## src/rtl/crs_pkg.sv

```systemverilog
package crs_pkg;
  localparam int unsigned CRS_DEF_STRETCH = 16;
  localparam int unsigned CRS_DEF_SYNC    = 2;

  // Counter width able to hold values 0..n
  function automatic int unsigned crs_cw(input int unsigned n);
    return (n < 2) ? 1 : $clog2(n + 1);
  endfunction
endpackage

```

## src/rtl/crs_bit_sync.sv

```systemverilog
// Multi-stage bit synchronizer with an asynchronous clear to a chosen level.
module crs_bit_sync #(
  parameter int unsigned STAGES  = 2,
  parameter logic        CLR_VAL = 1'b0
) (
  input  logic clk,
  input  logic aclr,
  input  logic d,
  output logic q
);
  logic [STAGES-1:0] chain;

  generate
    if (STAGES == 1) begin : g_single
      always_ff @(posedge clk or posedge aclr) begin
        if (aclr) chain <= CLR_VAL;
        else      chain <= d;
      end
    end else begin : g_multi
      always_ff @(posedge clk or posedge aclr) begin
        if (aclr) chain <= {STAGES{CLR_VAL}};
        else      chain <= {chain[STAGES-2:0], d};
      end
    end
  endgenerate

  assign q = chain[STAGES-1];
endmodule

```

## src/rtl/crs_stretch.sv

```systemverilog
// Holds the reset output for CYCLES clock cycles after the synchronized
// deassertion request arrives; preset asynchronously by hold.
module crs_stretch
  import crs_pkg::*;
#(
  parameter int unsigned CYCLES = CRS_DEF_STRETCH
) (
  input  logic clk,
  input  logic hold,
  input  logic req_rst,
  output logic rst_out
);
  localparam int unsigned CW = crs_cw(CYCLES);
  localparam logic [CW-1:0] LAST = CW'(CYCLES - 1);

  logic [CW-1:0] cnt;
  logic          rst_q;

  always_ff @(posedge clk or posedge hold) begin
    if (hold) begin
      cnt   <= '0;
      rst_q <= 1'b1;
    end else if (!req_rst && rst_q) begin
      if (cnt == LAST) rst_q <= 1'b0;
      else             cnt   <= cnt + 1'b1;
    end
  end

  assign rst_out = rst_q;
endmodule

```

## src/rtl/cfg_reset_seq.sv

```systemverilog
module cfg_reset_seq
  import crs_pkg::*;
#(
  parameter int unsigned STRETCH_CYCLES = CRS_DEF_STRETCH,
  parameter int unsigned SYNC_STAGES    = CRS_DEF_SYNC
) (
  input  logic clk,
  input  logic cfg_busy,
  input  logic pll_locked,
  output logic pll_rst,
  output logic sys_rst
);
  logic hold_async;
  logic lock_s;
  logic rst_sync;

  // PLL stays in reset until every region is out of configuration
  assign pll_rst    = cfg_busy;
  // Either failing condition forces reset immediately
  assign hold_async = cfg_busy | ~pll_locked;

  // Lock indication brought into the user domain; cleared while configuring
  crs_bit_sync #(
    .STAGES (SYNC_STAGES),
    .CLR_VAL(1'b0)
  ) u_lock_sync (
    .clk (clk),
    .aclr(cfg_busy),
    .d   (pll_locked),
    .q   (lock_s)
  );

  // Asynchronous assert, synchronous deassert
  crs_bit_sync #(
    .STAGES (SYNC_STAGES),
    .CLR_VAL(1'b1)
  ) u_rst_sync (
    .clk (clk),
    .aclr(hold_async),
    .d   (~lock_s),
    .q   (rst_sync)
  );

  crs_stretch #(
    .CYCLES(STRETCH_CYCLES)
  ) u_stretch (
    .clk    (clk),
    .hold   (hold_async),
    .req_rst(rst_sync),
    .rst_out(sys_rst)
  );
endmodule

```

## config.mk

```make
export PLATFORM = sky130hd
export DESIGN_NAME = cfg_reset_seq
export DESIGN_NICKNAME = d
export VERILOG_FILES = /design/src/rtl/crs_pkg.sv /design/src/rtl/crs_bit_sync.sv /design/src/rtl/crs_stretch.sv /design/src/rtl/cfg_reset_seq.sv
export SDC_FILE = /design/constraint.sdc
export NUM_CORES = 1
export LEC_CHECK = 0
export BUFFER_PORTS_ARGS = -buffer_cell sky130_fd_sc_hd__buf_2
export CAP_MARGIN = 10
export CORE_AREA = 5 5 42 44
export CTS_CLUSTER_SIZE = 25
export DETAILED_ROUTE_END_ITERATION = 12
export DIE_AREA = 0 0 47 49
export PLACE_DENSITY = 0.46
export SYNTH_ARGS = -nofsm -noshare
export SYNTH_HDL_FRONTEND = slang
export SYNTH_SLANG_ARGS = --single-unit
```

## constraint.sdc

```tcl
create_clock -name clk -period 2.54 [get_ports clk]
set_input_delay 0.127 -clock clk [delete_from_list [all_inputs] [get_ports clk]]
set_output_delay 0.127 -clock clk [all_outputs]
set_load 0.02 [all_outputs]
```

# Word-level counts from Yosys, hierarchy flattened
# Index checks and enable logic that the tools add are counted.
totals:
  regBits: 10
  latch_bits: 0
  mem_bits_rw: 0
  romBits: 0
  inputBits: 3
  output_inout_bits: 2
  word_cells: 14
  memories: 0
classes:
  addsub: 1
  multipliers: 0
  n_div: 0
  magnitude_cmp: 0
  eq_ne: 1
  shift: 0
  mux: 0
  n_bitwise: 4
  n_reduce_logical: 4
op_table:
  columns: ["operator", "count"]
  rows:
  - ["adder 5 x 1 -> 5 bit, second input constant", 1]
  - ["equality test 5 x 4 -> 1 bit, second input constant", 1]
  - ["AND reduction 2 bit", 2]
  - ["inverter 1 bit", 3]
  - ["logical AND 1 bit", 1]
  - ["zero test 1 bit", 1]
  - ["OR 1 bit", 1]

# Longest topological paths before layout
logic_depth:
  word_depth: 3
  mapped_depth: 6
  mapped_depth_nobuf: 6

# By module
# From an unflattened synthesis, not the netlist that was laid out.
unflattened:
  cells_unflattened: 31
  area_unflattened_um2: 404.1
modules_own_cells:
  columns: ["mod", "n_inst", "cells_per_inst", "area_per_inst_um2", "seq_area_each_um2"]
  rows:
  - ["crs_stretch", 1, 22, 276.5, 151.4]
  - ["crs_bit_sync at u_rst_sync", 1, 3, 56.3, 52.6]
  - ["crs_bit_sync at u_lock_sync", 1, 3, 53.8, 50.0]
  - ["cfg_reset_seq", 1, 3, 17.5, 0.0]

# Worst setup path after synthesis
# Ideal clock, no wire load.
synth_path:
  path_type: "reg-to-reg"
  start: "register u_stretch.cnt[0]"
  end: "register u_stretch.cnt[1]"
  setup_time_ns: 0.125
  arrival_ns: 1.609
  required_time_ns: 2.415
  setup_slack_ns: 0.806
  path_stages_with_launch: 6
  path_buffers: 0
  synth_period_minus_slack_ns: 1.734
  cell_sequence: "dfrtp_1 ha_1 and3_1 ha_1 nor3b_4 mux2_2"
synth_via:
  elab_chain_cells: 3
  word_cells_on_any_way: 4
  cone_classes: "1 x add/sub; 1 x eq/ne; 1 x bitwise; 1 x reduce/logical"
synth_rtl:
  columns: ["element", "line", "text"]
  rows:
  - ["start, declared", "crs_stretch.sv:16", "logic [CW-1:0] cnt;"]
  - ["start signal, assigned", "crs_stretch.sv:25", "else cnt <= cnt + 1'b1;"]
  - ["parallel branches: the longest is 3 deep, another holds adder 5 x 1 -> 5 bit", null, null]
# Several ways; the timed one is not identified.
# A chain may end at the register's enable or synchronous reset.

# Worst setup path in the final report
# Ends and elaborated chain as after synthesis.

==> flow_results.org <==
** Logic synthesis
- Counting flops with an async set or reset pin after synthesis yields a share of 100%.
- Synthesis inferred 10 register bits.
- Summing every instance area after synthesis gives 397 µm².
- After synthesis, the netlist uses 16 different library cells.
- The number of nets handed over by synthesis was 34.
- Area share of the largest cell type after synthesis :: 44.2%
- Library cell occupying the most area in the post-synthesis netlist :: sky130_fd_sc_hd__dfrtp_1
- Yosys warns :: 0
- Yosys mapped a number of flops with a built-in enable equal to 0.
- sky130_fd_sc_hd__dfrtp_1 is the most common cell in the netlist.
- The commonest cells after synthesis are sky130_fd_sc_hd__dfrtp_1 (7), sky130_fd_sc_hd__inv_1 (4), sky130_fd_sc_hd__dfstp_2 (3).
- Sequential share of the synthesized area :: 64.0%
- Counting every instance in the synthesized netlist gives 29.
- Most used flip-flop cell after synthesis :: sky130_fd_sc_hd__dfrtp_1
- Synth top area cells :: sky130_fd_sc_hd__dfrtp_1 (44%), sky130_fd_sc_hd__dfstp_2 (20%), sky130_fd_sc_hd__ha_1 (6.3%)
- In this run the mean area of a mapped cell was 13.7 µm².

** Floorplan
- The core region is 1400 µm².
- Cell row count :: 14
- The initial utilization of the core area, before any placement, comes to 28.3%.
- Height of the die :: 49 µm
- Die outline area :: 2300 µm²
- Top Ports :: 5
- Horizontal die dimension :: 47 µm

** Detailed routing
- Remaining routing DRC violations :: 0
- For this block, the via count after detailed routing is 235.
- Once detail routing completed, the nets flagged for antenna violations numbered 0.
- After detailed routing, the total wire length is 527 µm.
- Vias per Instance :: 4.35
- Number of detailed-route iterations in the first pass :: 4
- In the final routed layout, each cell accounts on average for 9.76 µm.
- Drt first-iter violations :: 3

** Worst setup path
- Destination of the worst register-to-register timing path :: u_stretch.cnt[1]
- Type of the setup path with the least slack :: reg2reg
- Logic depth of the worst register-to-register path :: 5
- In this run the worst setup path begins at u_stretch.cnt[0].
- Minimum setup slack among reg-to-reg paths :: 710 ps
- STA puts the critical path data required time at 2700 ps.
- WP data arrival :: 1990 ps
- Kind of start point of the critical path :: register
- Critical path fanouts, max :: 6
- Endpoint class of the critical path :: register
- In this run the worst setup path terminates at u_stretch.cnt[1].
- RR Startpoint :: u_stretch.cnt[0]

** Finish
- The number of antenna diodes in the final layout is 0.
- Syn-to-layout area delta :: 19.9%
- Of the cells placed in the final design, the portion with a size suffix greater than 1 is 31.6%.
- Excluding fillers, the count of instances in the completed layout stands at 54.
- For this run, the post-layout net count is 44.
- Post-route cell area :: 475 µm²
- # fillers :: 150

** Clock network
- TritonCTS clock tree :: done
- The number of hold buffers added after CTS was 2.
- CTS built an H-tree with a depth of 1.
- Later-pin clock latency in the skew report :: 270 ps
- Buffers inserted by post-CTS timing repair :: 0
- CTS Buffer Depth :: 2
- Cell at the root of the clock tree :: sky130_fd_sc_hd__clkbuf_4
- Count of instances resized after the clock tree is built :: 0
- After clock tree synthesis, the clock-pin slew on the worst setup and hold paths is 60 ps.
- Sink count of the clock tree :: 10
- CTS Buf Count :: 3

** Timing
- Final critical delay including setup and external delays :: 1830 ps
- Worst slew margin :: 56.4%
- RSZ-0062 raised after global routing :: no
- Setup violations remaining at the end of the flow were counted as 0.
- Final cycle utilization of the critical path :: 72.1%
- Final setup margin :: 710 ps
- Max-slew violations :: 0
- Minimum hold slack :: 274 ps
- For this run, the top clock speed supported by timing is 0.546 GHz.
- Hold Vio Cnt, Final :: 0
- Worst setup skew after layout :: 6.39 ps
- Total Negative Setup Slacks :: 0 ps
- At the pin with the least slew margin, the transition time is 652 ps.

** Power
- Maximum vdd drop :: 0.225 mV
- Static leakage :: 0.235 nW
- Power spread over the standard cell area amounts to 607 nW/µm².

** Global route
- Global routing used 6.84% of the available tracks.
- The initial antenna violation count is 0.
- Global-route wire length before repair :: 1010 µm
- Final global-route overflow total :: 0
- Pin count of the biggest net entering global routing :: 9
- The via count of the first global-routing pass came to 252.

** Placed design
- Placement Setup Slack :: 709 ps
- Sum of net half-perimeters after detailed placement :: 391 µm
- During placement, the flow inserted port buffers numbering 4.
- Instance area at placement :: 429 µm²
- Counting tap cells, the placed design contains a total of 48 instances.
- Final weighted congestion of routability-driven global placement :: 0.683

** Flow run
- The tool flagged a number of max-cap violations equal to 0.

** Worst hold path
- The path class of the tightest hold or removal check is in2async.

** Run status
- The flow ran to the end, and the final reports show no timing, DRC or antenna violations.
cell type report:
cell class / count / area [µm²] / share of cell area (%)
sequential: 10 / 254 / 53.4
tap: 16 / 20.0 / 4.21
clock buffer: 4 / 26.3 / 5.53
timing repair buffer: 6 / 40.0 / 8.42
multi-input combinational: 14 / 120 / 25.3
inverter: 4 / 15.0 / 3.16
report_power, final:
group	leakage, nW	total [W]	switching (W)	internal [W]
sequential	0.124	0.000165	0.00000139	0.000164
clock	0.0150	0.000113	0.0000526	0.0000607
combinational	0.0961	0.0000101	0.00000575	0.00000438
total	0.235	0.000289	0.0000598	0.000229
state kept, by name, indices dropped and copies added, names as in the netlist:
name and count:
u_stretch.rst_out 1, u_rst_sync.chain 2, u_lock_sync.chain 2, u_stretch.cnt 5
cells by family (layout without fill, tap and decap cells):
kind of cell / after synthesis / after routing / synth area share [%]
buf+inv: 5 / 14 / 5.68
fa+ha+maj: 2 / 2 / 6.31
flops: 10 / 10 / 64.0
simple gates: 6 / 6 / 11.4
compound gates: 2 / 2 / 3.15
xor+xnor: 3 / 3 / 6.63
mux: 1 / 1 / 2.84
metrics by stage:
step / util [%] / power, W
2_1_floorplan: - / 0.000173
4_1_cts: 33.9 / 0.000293
5_1_grt: 33.9 / 0.000298
3_3_place_gp: 30.6 / 0.000176
3_5_place_dp: 30.6 / 0.000176
6_report: 33.9 / 0.000289
layout by cell type (no fill, tap or decap):
cell type,n
sky130_fd_sc_hd__clkbuf_4,3
sky130_fd_sc_hd__dfstp_2,3
sky130_fd_sc_hd__ha_1,2
sky130_fd_sc_hd__xor2_1,1
sky130_fd_sc_hd__nand2_1,1
sky130_fd_sc_hd__nor2_1,1
sky130_fd_sc_hd__dfrtp_1,7
sky130_fd_sc_hd__buf_2,4
sky130_fd_sc_hd__xnor2_1,2
sky130_fd_sc_hd__nor2b_1,1
sky130_fd_sc_hd__mux2_2,1
sky130_fd_sc_hd__clkbuf_1,1
sky130_fd_sc_hd__a21oi_1,1
sky130_fd_sc_hd__inv_1,4
sky130_fd_sc_hd__and3_1,1
sky130_fd_sc_hd__nand4_1,1
sky130_fd_sc_hd__a21boi_0,1
sky130_fd_sc_hd__nor3b_4,1
sky130_fd_sc_hd__dlygate4sd3_1,2
how the worst min path moves through the flow:
| stage | startpoint | endpoint | cells after the start | slack, ps |
|---|---|---|---|---|
| 6_report | cfg_busy | u_lock_sync.chain[1] | 3 | 270 |
| 5_1_grt | cfg_busy | u_lock_sync.chain[1] | 3 | 310 |
| 4_1_cts | cfg_busy | u_lock_sync.chain[1] | 3 | 270 |
| 3_5_place_dp | cfg_busy | u_lock_sync.chain[1] | 2 | 2 |
| 3_3_place_gp | cfg_busy | u_lock_sync.chain[0] | 2 | -10 |
| 2_1_floorplan | cfg_busy | u_lock_sync.chain[0] | 1 | -130 |
per-layer routing:
metal  global-route usage, %  routed length, µm
met1                    7.52                213
met2                    8.14                230
met3                    2.21                 43
met4                    9.68                 40
met5                       0                  0
worst max-delay path: stages (launching register included):
cell                      delay (ps)
sky130_fd_sc_hd__dfrtp_1         410
sky130_fd_sc_hd__ha_1            220
sky130_fd_sc_hd__and3_1          190
sky130_fd_sc_hd__ha_1            210
sky130_fd_sc_hd__nor3b_4         320
sky130_fd_sc_hd__mux2_2          370
Power figures use the tool's default switching activity.
